**src/rtl/sar_seq_pkg.sv**
```systemverilog
package sar_seq_pkg;

    localparam int CHAN_W = 3;

    // Setup word captured at conversion start: [4] bipolar, [3] differential, [2:0] channel
    typedef struct packed {
        logic              bipolar;
        logic              diff;
        logic [CHAN_W-1:0] chan;
    } cfg_t;

    localparam int CFG_W = $bits(cfg_t);

    typedef enum logic [1:0] {
        ST_IDLE,
        ST_ACQ,
        ST_WAIT_HOLD,
        ST_CONV
    } seq_state_t;

endpackage

```
**src/rtl/sar_cfg_hold.sv**
```systemverilog
module sar_cfg_hold
    import sar_seq_pkg::*;
(
    input  logic clk,
    input  logic rst,
    input  logic load_i,
    input  cfg_t cfg_i,
    output cfg_t cfg_o
);

    cfg_t cfg_q;

    always_ff @(posedge clk) begin
        if (rst) begin
            cfg_q <= '0;
        end else if (load_i) begin
            cfg_q <= cfg_i;
        end
    end

    assign cfg_o = cfg_q;

endmodule

```
**src/rtl/sar_seq_fsm.sv**
```systemverilog
module sar_seq_fsm
    import sar_seq_pkg::*;
#(
    parameter int DATA_W     = 12,
    parameter int ACQ_CYCLES = 3,
    localparam int IDX_W     = $clog2(DATA_W + 1),
    localparam int CNT_W     = $clog2(ACQ_CYCLES + 1)
) (
    input  logic             clk,
    input  logic             rst,
    input  logic             start_i,
    input  logic             ext_hold_i,
    input  logic             hold_req_i,
    output logic             load_cfg_o,
    output logic             seed_o,
    output logic             step_o,
    output logic             done_o,
    output logic [IDX_W-1:0] bit_idx_o,
    output logic             busy_n_o,
    output logic             hold_o
);

    localparam logic [IDX_W-1:0] TOP_IDX  = IDX_W'(DATA_W - 1);
    localparam logic [CNT_W-1:0] ACQ_LAST = CNT_W'(ACQ_CYCLES - 1);

    seq_state_t       state_q, state_d;
    logic [CNT_W-1:0] acq_cnt_q, acq_cnt_d;
    logic [IDX_W-1:0] bit_q, bit_d;

    // State register process
    always_ff @(posedge clk) begin
        if (rst) begin
            state_q   <= ST_IDLE;
            acq_cnt_q <= '0;
            bit_q     <= '0;
        end else begin
            state_q   <= state_d;
            acq_cnt_q <= acq_cnt_d;
            bit_q     <= bit_d;
        end
    end

    // Next-state and strobe decode
    always_comb begin
        state_d    = state_q;
        acq_cnt_d  = acq_cnt_q;
        bit_d      = bit_q;
        load_cfg_o = 1'b0;
        seed_o     = 1'b0;
        step_o     = 1'b0;
        done_o     = 1'b0;
        unique case (state_q)
            ST_IDLE: begin
                if (start_i) begin
                    // accept
                    load_cfg_o = 1'b1;
                    acq_cnt_d  = '0;
                    state_d    = ext_hold_i ? ST_WAIT_HOLD : ST_ACQ;
                end
            end
            ST_ACQ: begin
                if (acq_cnt_q == ACQ_LAST) begin
                    // acq_done
                    seed_o  = 1'b1;
                    bit_d   = TOP_IDX;
                    state_d = ST_CONV;
                end else begin
                    acq_cnt_d = acq_cnt_q + CNT_W'(1);
                end
            end
            ST_WAIT_HOLD: begin
                if (hold_req_i) begin
                    // host_hold
                    seed_o  = 1'b1;
                    bit_d   = TOP_IDX;
                    state_d = ST_CONV;
                end
            end
            ST_CONV: begin
                step_o = 1'b1;
                if (bit_q == '0) begin
                    // last_bit
                    done_o  = 1'b1;
                    state_d = ST_IDLE;
                end else begin
                    bit_d = bit_q - IDX_W'(1);
                end
            end
            default: state_d = ST_IDLE;
        endcase
    end

    // Output process
    always_comb begin
        busy_n_o  = (state_q == ST_IDLE);
        hold_o    = (state_q == ST_CONV);
        bit_idx_o = bit_q;
    end


    acq_to_conv_chk: assert property (@(posedge clk) disable iff (rst)
        (state_q == ST_ACQ && acq_cnt_q == ACQ_LAST) |=> (state_q == ST_CONV && bit_q == TOP_IDX));


    wait_hold_chk: assert property (@(posedge clk) disable iff (rst)
        (state_q == ST_WAIT_HOLD && !hold_req_i) |=> (state_q == ST_WAIT_HOLD));


    no_restart_chk: assert property (@(posedge clk) disable iff (rst)
        (state_q == ST_CONV && bit_q != '0) |=> (state_q == ST_CONV));


    hold_in_busy_chk: assert property (@(posedge clk) disable iff (rst)
        hold_o |-> !busy_n_o);

endmodule

```
**src/rtl/sar_trial_reg.sv**
```systemverilog
module sar_trial_reg #(
    parameter int DATA_W    = 12,
    localparam int IDX_W    = $clog2(DATA_W + 1)
) (
    input  logic              clk,
    input  logic              rst,
    input  logic              seed_i,
    input  logic              step_i,
    input  logic              done_i,
    input  logic [IDX_W-1:0]  bit_idx_i,
    input  logic              cmp_i,
    output logic [DATA_W-1:0] trial_o,
    output logic [DATA_W-1:0] result_o
);

    localparam logic [DATA_W-1:0] MSB_ONLY = DATA_W'(1) << (DATA_W - 1);

    logic [DATA_W-1:0] trial_q, trial_nxt, result_q;

    // Per-bit decision: resolve the bit under test, arm the one below it
    for (genvar b = 0; b < DATA_W; b++) begin : g_bit
        assign trial_nxt[b] = (IDX_W'(b) == bit_idx_i)     ? ~cmp_i :
                              (IDX_W'(b + 1) == bit_idx_i) ? 1'b1   :
                                                             trial_q[b];
    end

    always_ff @(posedge clk) begin
        if (rst) begin
            trial_q  <= '0;
            result_q <= '0;
        end else begin
            if (seed_i) begin
                trial_q <= MSB_ONLY;
            end else if (step_i) begin
                trial_q <= trial_nxt;
            end
            if (done_i) begin
                result_q <= trial_nxt;
            end
        end
    end

    assign trial_o  = trial_q;
    assign result_o = result_q;


    seed_msb_chk: assert property (@(posedge clk) disable iff (rst)
        seed_i |=> (trial_q == MSB_ONLY));


    upper_kept_chk: assert property (@(posedge clk) disable iff (rst)
        (step_i && !seed_i) |=> ((trial_q >> (int'($past(bit_idx_i)) + 1))
                                 == ($past(trial_q) >> (int'($past(bit_idx_i)) + 1))));


    result_hold_chk: assert property (@(posedge clk) disable iff (rst)
        !done_i |=> $stable(result_q));

endmodule

```
**src/rtl/sar_seq_ctrl.sv**
```systemverilog
module sar_seq_ctrl
    import sar_seq_pkg::*;
#(
    parameter int DATA_W     = 12,
    parameter int ACQ_CYCLES = 3,
    localparam int IDX_W     = $clog2(DATA_W + 1)
) (
    input  logic              clk,
    input  logic              rst,
    input  logic              start_i,
    input  logic              ext_hold_i,
    input  logic              hold_req_i,
    input  logic [CFG_W-1:0]  cfg_i,
    input  logic              cmp_i,
    output logic              hold_o,
    output logic              busy_n_o,
    output logic [DATA_W-1:0] dac_code_o,
    output logic [DATA_W-1:0] result_o,
    output logic [CFG_W-1:0]  cfg_o
);

    logic             load_cfg, seed, step, done;
    logic [IDX_W-1:0] bit_idx;
    cfg_t             cfg_held;

    sar_seq_fsm #(
        .DATA_W     (DATA_W),
        .ACQ_CYCLES (ACQ_CYCLES)
    ) u_fsm (
        .clk        (clk),
        .rst        (rst),
        .start_i    (start_i),
        .ext_hold_i (ext_hold_i),
        .hold_req_i (hold_req_i),
        .load_cfg_o (load_cfg),
        .seed_o     (seed),
        .step_o     (step),
        .done_o     (done),
        .bit_idx_o  (bit_idx),
        .busy_n_o   (busy_n_o),
        .hold_o     (hold_o)
    );

    sar_trial_reg #(
        .DATA_W (DATA_W)
    ) u_trial (
        .clk       (clk),
        .rst       (rst),
        .seed_i    (seed),
        .step_i    (step),
        .done_i    (done),
        .bit_idx_i (bit_idx),
        .cmp_i     (cmp_i),
        .trial_o   (dac_code_o),
        .result_o  (result_o)
    );

    sar_cfg_hold u_cfg (
        .clk    (clk),
        .rst    (rst),
        .load_i (load_cfg),
        .cfg_i  (cfg_t'(cfg_i)),
        .cfg_o  (cfg_held)
    );

    assign cfg_o = CFG_W'(cfg_held);


    cfg_frozen_chk: assert property (@(posedge clk) disable iff (rst)
        !busy_n_o |=> $stable(cfg_o));


    track_on_end_chk: assert property (@(posedge clk) disable iff (rst)
        $rose(busy_n_o) |-> !hold_o);


    reset_idle_chk: assert property (@(posedge clk)
        rst |=> (busy_n_o && !hold_o && result_o == '0));

endmodule

```
**config.mk**
```make
export PLATFORM = sky130hd
export DESIGN_NAME = sar_seq_ctrl
export DESIGN_NICKNAME = d
export VERILOG_FILES = /design/src/rtl/sar_seq_pkg.sv /design/src/rtl/sar_cfg_hold.sv /design/src/rtl/sar_seq_fsm.sv /design/src/rtl/sar_trial_reg.sv /design/src/rtl/sar_seq_ctrl.sv
export SDC_FILE = /design/constraint.sdc
export NUM_CORES = 1
export LEC_CHECK = 0
export CAP_MARGIN = 30
export CORE_MARGIN = 8
export CORE_UTILIZATION = 55
export CTS_BUF_LIST = sky130_fd_sc_hd__clkbuf_8
export CTS_CLUSTER_SIZE = 8
export DETAILED_ROUTE_END_ITERATION = 7
export PLACE_DENSITY = 0.87
export SLEW_MARGIN = 20
export SYNTH_ARGS = -nofsm -noshare
export SYNTH_HDL_FRONTEND = slang
export SYNTH_SLANG_ARGS = --single-unit
export TNS_END_PERCENT = 10
```
**constraint.sdc**
```tcl
create_clock -name clk -period 4 [get_ports clk]
set_clock_uncertainty 0.1 [all_clocks]
set_input_delay 0.6 -clock clk [delete_from_list [all_inputs] [get_ports clk]]
set_output_delay 0.6 -clock clk [all_outputs]
set_load 0.005 [all_outputs]
```
==> PnR_summary.wiki, run 1 <==
{| class="wikitable"
! Metric !! Value
|-
| Max-slew headroom || 0.606
|-
| Worst setup EP type || primary output
|-
| Clock Sink Count || 37
|-
| Setup CP Type || reg2out
|-
| Largest vdd supply drop || 0.000495 V
|-
| Primary flip-flop cell chosen by synthesis mapping || dfxtp_1
|-
| Global-route wire length before repair || 6.64 mm
|-
| Req. time, crit path || 3.30 ns
|-
| Hold path endpoint || u_trial.result_o[8]
|-
| Met2 wire length || 1.80 mm
|-
| Vias in the first global route || 1522
|-
| Y dimension of the die || 73.4 um
|-
| Per-cell via count in the routed design || 5.45
|-
| Reg2Reg Depth || 5
|-
| Final hold vios || 0
|-
| Arrival time worst endpoint || 1.83 ns
|-
| Antenna diode count || 0
|-
| Critical path peak fanout || 16
|-
| Cells resized by post-CTS repair || 0
|-
| Yosys warns || 0
|-
| Max_cap viols || 0
|-
| Most frequent cells in the layout || 41 x clkdlybuf4s50_1, 37 x dfxtp_1, 26 x nand2_1
|-
| Placement Rows || 21
|-
| Synth Net Count || 235
|-
| Highest Signal Layer || met4
|-
| Result of the run || complete, no violations
|-
| Areal power density over the cells || 545 nW/um^2
|-
| Storage element area || 741 um^2
|-
| Drc violations || 0
|-
| Remaining number of nets flagged by the antenna check after routing || 0
|-
| Overall die area || 5390 um^2
|-
| Library cells used by synthesis || 44
|-
| Fmax achieved || 395 MHz
|-
| Wire length per cell || 13.4 um
|-
| Overflow left after global routing || 0
|-
| Multi-input logic area || 991 um^2
|-
| Number of hold buffers added after cts || 0
|-
| Maximum number of pins on one net before global-route repair || 32
|-
| Xor/xnor share of the synthesized area || 0
|-
| Final sum of negative setup slack || 0 ns
|-
| Initial DRC count || 106
|-
| Sequential fraction of the synthesis area || 0.409
|-
| Wire length reported by the detailed router || 3.96 mm
|-
| Initial antenna violation count || 0
|-
| RSZ-0062 raised after global routing || no
|-
| Tcrit/Tclk final || 0.634
|-
| Final worst path period need || 2.53 ns
|-
| Worst hold margin || 0.354 ns
|-
| IO Pins || 42
|-
| Fin nets || 272
|-
| Final weighted congestion in routability-driven placement || 0.804
|-
| I/O Buffers || 41
|-
| Max Transition Viols Final || 0
|-
| Worst-margin pin slew || 0.591 ns
|-
| All-Layer GR Usage || 0.157
|-
| Share of synthesized cell area in full adder, half adder and majority cells || 0.0760
|-
| CTS tree || built
|-
| Path class of the lowest-slack min-delay path || reg2reg
|-
| Combinational family with the most area after synthesis || compound AO/OA/AOI/OAI gates
|-
| Clock slew at reported path FFs || 0.07 ns
|-
| Layout cell share with drive strength beyond 1 || 0.0680
|-
| Area share of and/or/nand/nor cells after synthesis || 0.222
|-
| Async set or reset register ratio after synthesis || 0
|-
| Met3 Wirelength || 315 um
|-
| Root Buffer || clkbuf_8
|-
| Synth-to-layout area growth || 28.7%
|-
| Fill count || 290
|-
| Leakage power total || 0.825 nW
|-
| Mux share of post-synthesis cell area || 0.00552
|-
| Reg-to-reg critical path endpoint || u_trial.trial_o[5]
|-
| Core box area || 3260 um^2
|-
| Starting density of the core || 0.556
|-
| Routed met1 length || 1.79 mm
|-
| Number of detailed-routing iterations run before antenna repair || 4
|-
| Count of flip-flops with a built-in enable after synthesis || 0
|-
| CTS Buf Count || 5
|-
| Commonest non-fill, non-tap cell in the layout || clkdlybuf4s50_1
|-
| Launch point of the worst reg-to-reg path || u_fsm.state_q[1]
|-
| Setup violation total in the final timing report || 0
|-
| Synthesized flop and latch total || 37
|-
| Slack of the worst reg-to-reg path || 1.83 ns
|-
| Final HPWL DP || 2.83 mm
|-
| Via count || 1612
|-
| CTS H-tree lvls || 2
|-
| Maximum number of buffers from clock root to sink || 2
|-
| Fraction of the mapped netlist area in compound gates || 0.244
|-
| Syn Std Cell Area || 1810 um^2
|-
| Post-Synthesis Cells || 213
|-
| Clock Latency Late Sink || 0.29 ns
|-
| Syn Area/Cell || 8.51 um^2
|-
| Post-CTS Setup Inserts || 0
|-
| Critical Path Start Type || flop
|-
| Worst Hold Depth || 2
|-
| Die width || 73.4 um
|-
| Startpoint of the most critical hold path || u_trial.result_o[8]
|}
worst max path at each step:
| stage | from | end | cells after the start |
|---|---|---|---|
| 4_1_cts | u_fsm.state_q[1] | hold_o | 2 |
| 6_report | u_fsm.state_q[1] | hold_o | 2 |
| 5_1_grt | u_fsm.state_q[0] | hold_o | 2 |
| 3_3_place_gp | hold_req_i | u_fsm.bit_idx_o[2] | 5 |
| 2_1_floorplan | u_fsm.state_q[1] | u_fsm.bit_idx_o[2] | 6 |
| 3_5_place_dp | hold_req_i | u_fsm.bit_idx_o[2] | 5 |
through the flow:
| stage | util | setup slack [ns] | std cells | power (mW) | cell area (um^2) |
|---|---|---|---|---|---|
| 4_1_cts | 0.715 | 1.43 | 296 | 1.27 | 2330 |
| 5_1_grt | 0.715 | 1.35 | 296 | 1.36 | 2330 |
| 6_report | 0.715 | 1.47 | 296 | 1.27 | 2330 |
| 3_3_place_gp | 0.688 | 1.65 | 289 | 0.998 | 2240 |
| 3_5_place_dp | 0.688 | 1.64 | 289 | 1.01 | 2240 |
| 2_1_floorplan | - | 2.04 | 213 | 0.864 | 1810 |
logic make-up (layout without fill, tap and decap cells):
kind of cell               after synthesis  count (layout)
adders and majority gates               11              11
DFF                                     37              37
buffers and inverters                   21              58
and+or+nand+nor                         79              79
muxes                                    1               1
AOI/OAI and AO/OA                       64              64
worst max-delay path, cell delays in order, from the launching register on:
cell             delay [ns]
dfxtp_1                0.38
ha_1                   0.55
clkdlybuf4s50_1        0.62
area by class of cell:
type,count,area share
inverters,9,0.0145
repair buffers,42,0.179
flip-flops and latches,37,0.318
clock buffers,6,0.0354
clock inverters,1,0.00322
multi-input cells,155,0.425
well taps,46,0.0247
sequential cells by signal (all words and copies together), names as in the netlist:
name	flops
u_trial.trial_o	12
u_cfg.cfg_o	5
u_trial.result_o	12
u_fsm.bit_idx_o	4
u_fsm.state_q	2
u_fsm.acq_cnt_q	2
metal layers:
metal	global-route usage	vias up
met1	0.171	715
met4	0.0599	0
met2	0.266	46
li1	-	844
met5	0	-
met3	0.0614	7
synthesized netlist by cell type, drive strengths merged (3+ instances only):
cell type  number  area, um^2
a211oi          7        57.6
a21o            3        22.5
a21oi          23         115
a311oi          7        61.3
a31oi           6        37.5
clkbuf         10        37.5
dfxtp          37         741
ha             11         138
inv             9        33.8
nand2          26        97.6
nand3           9        45.0
nor2           15        56.3
nor2b           8        52.6
nor3            5        30.0
o21ai           5        25.0
o31ai           3        22.5
or2             4        25.0
or3             3        23.8
report_power, final:
part,internal (mW),switching [mW]
Sequential,0.413,0.0474
Combinational,0.255,0.288
Clock,0.136,0.130
Power figures use the tool's default switching activity.
==> run 2, diff against run 1 <==
--- a/config.mk
+++ b/config.mk
@@ -7,11 +7,11 @@
 export LEC_CHECK = 0
 export CAP_MARGIN = 30
 export CORE_MARGIN = 8
-export CORE_UTILIZATION = 55
+export CORE_UTILIZATION = 46
 export CTS_BUF_LIST = sky130_fd_sc_hd__clkbuf_8
 export CTS_CLUSTER_SIZE = 8
 export DETAILED_ROUTE_END_ITERATION = 7
-export PLACE_DENSITY = 0.87
+export PLACE_DENSITY = 0.77
 export SLEW_MARGIN = 20
 export SYNTH_ARGS = -nofsm -noshare
 export SYNTH_HDL_FRONTEND = slang
==> constraint.sdc (replaced) <==
create_clock -name clk -period 2.12 [get_ports clk]
set_clock_uncertainty 0.1 [all_clocks]
set_input_delay 0.318 -clock clk [delete_from_list [all_inputs] [get_ports clk]]
set_output_delay 0.318 -clock clk [all_outputs]
set_load 0.005 [all_outputs]
==> run 2 against run 1 <==
Effect of this change:
- via count is 3.5% higher
- cell area up 4.8%
- global-route usage is 1.4 points lower
- count of clock-buffer cells in the layout stayed put
- routed wire length increased by 4.9%
- utilization fell by 8.7 points
- register-to-register slack worse by 1.7 ns
- flip-flop and latch count unchanged
- sequential share of layout area down 1.4 points
- critical path depth grew 4
- critical path type is now reg2reg
- largest cell class unchanged
- highest routed layer unchanged
==> PnR_summary.wiki, run 2 (synthesized netlist as in run 1, its figures left out) <==
{| class="wikitable"
! Metric !! Value
|-
| Result of the run || complete, no violations
|-
| End-of-flow core utilization || 0.629
|-
| Starting density of the core || 0.466
|-
| Fin nets || 282
|-
| Per-cell via count in the routed design || 5.36
|-
| Maximum number of buffers from clock root to sink || 2
|-
| Setup CP Type || reg2reg
|-
| Overall die area || 6200 um^2
|-
| Sw frac || 0.347
|-
| Initial DRC count || 108
|-
| Final critical-path setup slack || 0.100 ns
|-
| Placed cells || 303
|-
| Reg2Reg Depth || 6
|-
| Remaining number of nets flagged by the antenna check after routing || 0
|-
| Arrival time worst endpoint || 2.14 ns
|-
| Wire length per cell || 13.4 um
|-
| Number of detailed-routing iterations run before antenna repair || 4
|-
| Path class of the lowest-slack min-delay path || reg2reg
|-
| Vias in the first global route || 1623
|-
| Critical Path Start Type || flop
|-
| Final instance area || 2440 um^2
|-
| Worst hold margin || 0.355 ns
|-
| Max-slew headroom || 0.696
|-
| Worst setup EP type || flop
|-
| Final sum of negative setup slack || 0 ns
|-
| Combinational power share || 0.429
|-
| Initial antenna violation count || 0
|-
| Fill count || 371
|-
| Commonest non-fill, non-tap cell in the layout || clkdlybuf4s50_1
|-
| Antenna diode count || 0
|-
| Req. time, crit path || 2.24 ns
|-
| Sequential Power Share || 0.334
|-
| Setup violation total in the final timing report || 0
|-
| Critical path peak fanout || 5
|-
| Leakage power total || 0.889 nW
|-
| CTS Buf Count || 5
|-
| Clock Latency Late Sink || 0.29 ns
|-
| Worst Hold Depth || 2
|-
| Drc violations || 0
|-
| Net Switching || 0.909 mW
|-
| Max Transition Viols Final || 0
|-
| Setup Slack @ Placement || 0.0566 ns
|-
| Clock Sink Count || 37
|-
| Y dimension of the die || 78.8 um
|-
| Int Pwr || 1.71 mW
|-
| CTS H-tree lvls || 2
|-
| Placement Rows || 23
|-
| Clock slew at reported path FFs || 0.07 ns
|-
| Layout cell share with drive strength beyond 1 || 0.111
|-
| RSZ-0062 raised after global routing || yes
|-
| Worst-margin pin slew || 0.455 ns
|-
| Cell area after placement || 2320 um^2
|-
| Core box area || 3880 um^2
|-
| Tcrit/Tclk final || 0.953
|-
| Overflow left after global routing || 0
|-
| Final HPWL DP || 3.11 mm
|-
| Root Buffer || clkbuf_8
|-
| Final hold vios || 0
|-
| Fmax achieved || 495 MHz
|-
| Areal power density over the cells || 1070 nW/um^2
|-
| Maximum number of pins on one net before global-route repair || 31
|-
| Final weighted congestion in routability-driven placement || 0.782
|-
| Largest vdd supply drop || 0.000805 V
|-
| I/O Buffers || 41
|-
| Final worst path period need || 2.02 ns
|-
| Post-CTS Setup Inserts || 0
|-
| All-Layer GR Usage || 0.143
|-
| CTS tree || built
|-
| Synth-to-layout area growth || 34.8%
|-
| Clock network fraction of total power || 0.237
|-
| Max_cap viols || 0
|-
| IO Pins || 42
|-
| Most frequent cells in the layout || 41 x clkdlybuf4s50_1, 37 x dfxtp_1, 26 x nand2_1
|-
| Wire length reported by the detailed router || 4.16 mm
|-
| Pwr Total || 2.62 mW
|-
| Die width || 78.8 um
|-
| Global-route wire length before repair || 7.34 mm
|-
| Non-filler cells in the finished layout || 311
|-
| Via count || 1668
|}
run 2: cell type report:
type                    count  area (um^2)  share of cell area
multi-input cells         155          996               0.408
flip-flops and latches     37          741               0.303
repair buffers             52          493               0.202
clock buffers               6         82.6              0.0338
well taps                  50         62.6              0.0256
clock inverters             2         33.8              0.0138
inverters                   9         33.8              0.0138
run 2: worst paths after layout:
kind,start,slack [ns],end
worst max-delay path,u_fsm.state_q[0],0.10,u_fsm.bit_idx_o[2]
worst min-delay path,u_cfg.cfg_o[0],0.35,u_cfg.cfg_o[0]
worst max register to register,u_fsm.state_q[0],0.10,u_fsm.bit_idx_o[2]
worst min register to register,u_cfg.cfg_o[0],0.35,u_cfg.cfg_o[0]
run 2: worst max-delay path: stages, from the launching register on:
cell and delay (ns):
dfxtp_1 0.37, inv_1 0.10, ha_1 0.22, nor2b_1 0.15
or3_4 0.39, or4_1 0.47, a31oi_1 0.16
run 2: routing by layer:
metal | up-vias | global-route usage | share of wire
met5 | - | 0 | 0
met4 | 0 | 0.0500 | 0.013
met3 | 6 | 0.0553 | 0.081
met2 | 42 | 0.239 | 0.48
met1 | 768 | 0.163 | 0.42
li1 | 852 | - | -
run 2: power by group through the flow:
stage	combinational, mW	sequential (mW)	clock [mW]
6_report	1.13	0.875	0.620
5_1_grt	1.26	0.893	0.663
4_1_cts	1.13	0.874	0.638
3_5_place_dp	1.12	0.889	0
3_3_place_gp	1.08	0.882	0
2_1_floorplan	0.774	0.857	0
run 2: what timing repair did:
item / 4_1_cts / 5_1_grt
hold buffers: 0 / 0
setup endpoints to repair: 0 / 6
gates resized for setup: 0 / 2
endpoints found under the hold margin: 0 / 0
==> run 3, diff against run 2 <==
--- a/config.mk
+++ b/config.mk
@@ -12,6 +12,7 @@
 export CTS_CLUSTER_SIZE = 8
 export DETAILED_ROUTE_END_ITERATION = 7
 export PLACE_DENSITY = 0.77
+export SETUP_SLACK_MARGIN = 0.5
 export SLEW_MARGIN = 20
 export SYNTH_ARGS = -nofsm -noshare
 export SYNTH_HDL_FRONTEND = slang
==> run 3 against run 2 <==
Effect of this change:
- hold slack worse by 0.00099 ns
- sequential power rose by 4.3%
- highest routed layer unchanged
- power up 13%
==> PnR_summary.wiki, run 3 (synthesized netlist as in run 1, its figures left out) <==
{| class="wikitable"
! Metric !! Value
|-
| Result of the run || complete, no violations
|-
| Final weighted congestion in routability-driven placement || 0.786
|-
| Y dimension of the die || 78.8 um
|-
| Fmax achieved || 553 MHz
|-
| Clock Sink Count || 37
|-
| I/O Buffers || 41
|-
| Path class of the lowest-slack min-delay path || reg2reg
|-
| Overall die area || 6200 um^2
|-
| RSZ-0062 raised after global routing || yes
|-
| Die width || 78.8 um
|-
| Final worst path period need || 1.81 ns
|-
| Synth-to-layout area growth || 47.1%
|-
| Cell area after placement || 2360 um^2
|-
| Final hold vios || 0
|-
| Final HPWL DP || 3.09 mm
|-
| Number of detailed-routing iterations run before antenna repair || 4
|-
| Core box area || 3880 um^2
|-
| Fin nets || 291
|-
| Number of hold buffers added after cts || 0
|-
| Critical Path Max Stage Delay || 0.40 ns
|-
| Req. time, crit path || 2.24 ns
|-
| Final instance area || 2670 um^2
|-
| Most frequent cells in the layout || 39 x clkdlybuf4s50_1, 32 x dfxtp_1, 26 x nand2_1
|-
| Ordered cell list for the critical path || buf_6, ha_4, nor2b_4, or3_4, or4_1, a31oi_1
|-
| Critical Path Start Type || flop
|-
| Largest vdd supply drop || 0.000869 V
|-
| Maximum number of pins on one net before global-route repair || 31
|-
| Root Buffer || clkbuf_8
|-
| Worst hold margin || 0.354 ns
|-
| Tcrit/Tclk final || 0.853
|-
| Setup violation total in the final timing report || 0
|-
| Clock Latency Late Sink || 0.28 ns
|-
| Per-cell via count in the routed design || 5.39
|-
| Critical path peak fanout || 3
|-
| CTS H-tree lvls || 2
|-
| CTS tree || built
|-
| Maximum number of buffers from clock root to sink || 2
|-
| Global-route wire length before repair || 7.25 mm
|-
| Pwr Total || 2.95 mW
|-
| Max-slew headroom || 0.743
|-
| Final critical-path setup slack || 0.311 ns
|-
| Setup CP Type || reg2reg
|-
| Via count || 1726
|-
| Placed cells || 297
|-
| Remaining number of nets flagged by the antenna check after routing || 0
|-
| Setup Slack @ Placement || 0.0872 ns
|-
| Overflow left after global routing || 0
|-
| Max_cap viols || 0
|-
| Areal power density over the cells || 1110 nW/um^2
|-
| Critical-path cell with the highest stage delay || or4_1
|-
| Commonest non-fill, non-tap cell in the layout || clkdlybuf4s50_1
|-
| Antenna diode count || 0
|-
| Drc violations || 0
|-
| Non-filler cells in the finished layout || 320
|-
| End-of-flow core utilization || 0.686
|-
| Placement Rows || 23
|-
| Leakage power total || 0.959 nW
|-
| CTS Buf Count || 5
|-
| Final sum of negative setup slack || 0 ns
|-
| Wire length per cell || 14.1 um
|-
| All-Layer GR Usage || 0.140
|-
| Worst-margin pin slew || 0.385 ns
|-
| Arrival time worst endpoint || 1.93 ns
|-
| Initial antenna violation count || 0
|-
| Max Transition Viols Final || 0
|-
| Vias in the first global route || 1638
|-
| Worst setup EP type || flop
|-
| Starting density of the core || 0.466
|-
| Layout cell share with drive strength beyond 1 || 0.222
|-
| Wire length reported by the detailed router || 4.51 mm
|-
| Clock slew at reported path FFs || 0.07 ns
|-
| Initial DRC count || 62
|-
| IO Pins || 42
|}
-- run 3: final cells by class --
| cell class | count | area, um^2 |
|---|---|---|
| Multi-Input combinational cell | 155 | 1110 |
| Timing Repair Buffer | 61 | 574 |
| Inverter | 9 | 41.3 |
| Clock buffer | 6 | 82.6 |
| Tap cell | 50 | 62.6 |
| Fill cell | 314 | 1220 |
| Sequential cell | 37 | 757 |
| Clock inverter | 2 | 33.8 |
-- run 3: path summary, 6_finish.rpt --
path,startpoint,endpoint,slack (ns),depth (start not counted)
max,u_fsm.state_q[1],u_fsm.bit_idx_o[2],0.31,6
min reg2reg,u_trial.result_o[6],u_trial.result_o[6],0.35,2
max reg2reg,u_fsm.state_q[1],u_fsm.bit_idx_o[2],0.31,6
min,u_trial.result_o[6],u_trial.result_o[6],0.35,2
-- run 3: per-layer routing --
metal / wire (um) / track usage / vias up
met3: 326 / 0.0418 / 8
met5: 0 / 0 / -
met4: 65 / 0.0444 / 0
met1: 1890 / 0.153 / 799
li1: - / - / 874
met2: 2230 / 0.253 / 45
-- run 3: worst max-delay path, delay by kind of cell, from the launching register on --
family                   cells  cell delay [ns]
AND/OR/NAND/NOR              3             0.86
AO/OA/AOI/OAI                1             0.13
flip-flops                   1             0.37
buffers and inverters        1             0.12
adder cells (fa/ha/maj)      1             0.15
-- run 3: timing repair --
item,in CTS,in global routing
endpoints found under the setup margin,31,39
pin swaps,6,2
setup buffers,13,2
resized for setup,17,6
cloned,0,0
-- run 3: power breakdown --
group	internal [mW]	total [mW]	switching (mW)
logic	0.739	1.42	0.680
registers	0.802	0.913	0.112
clock network	0.379	0.617	0.239
total	1.92	2.95	1.03
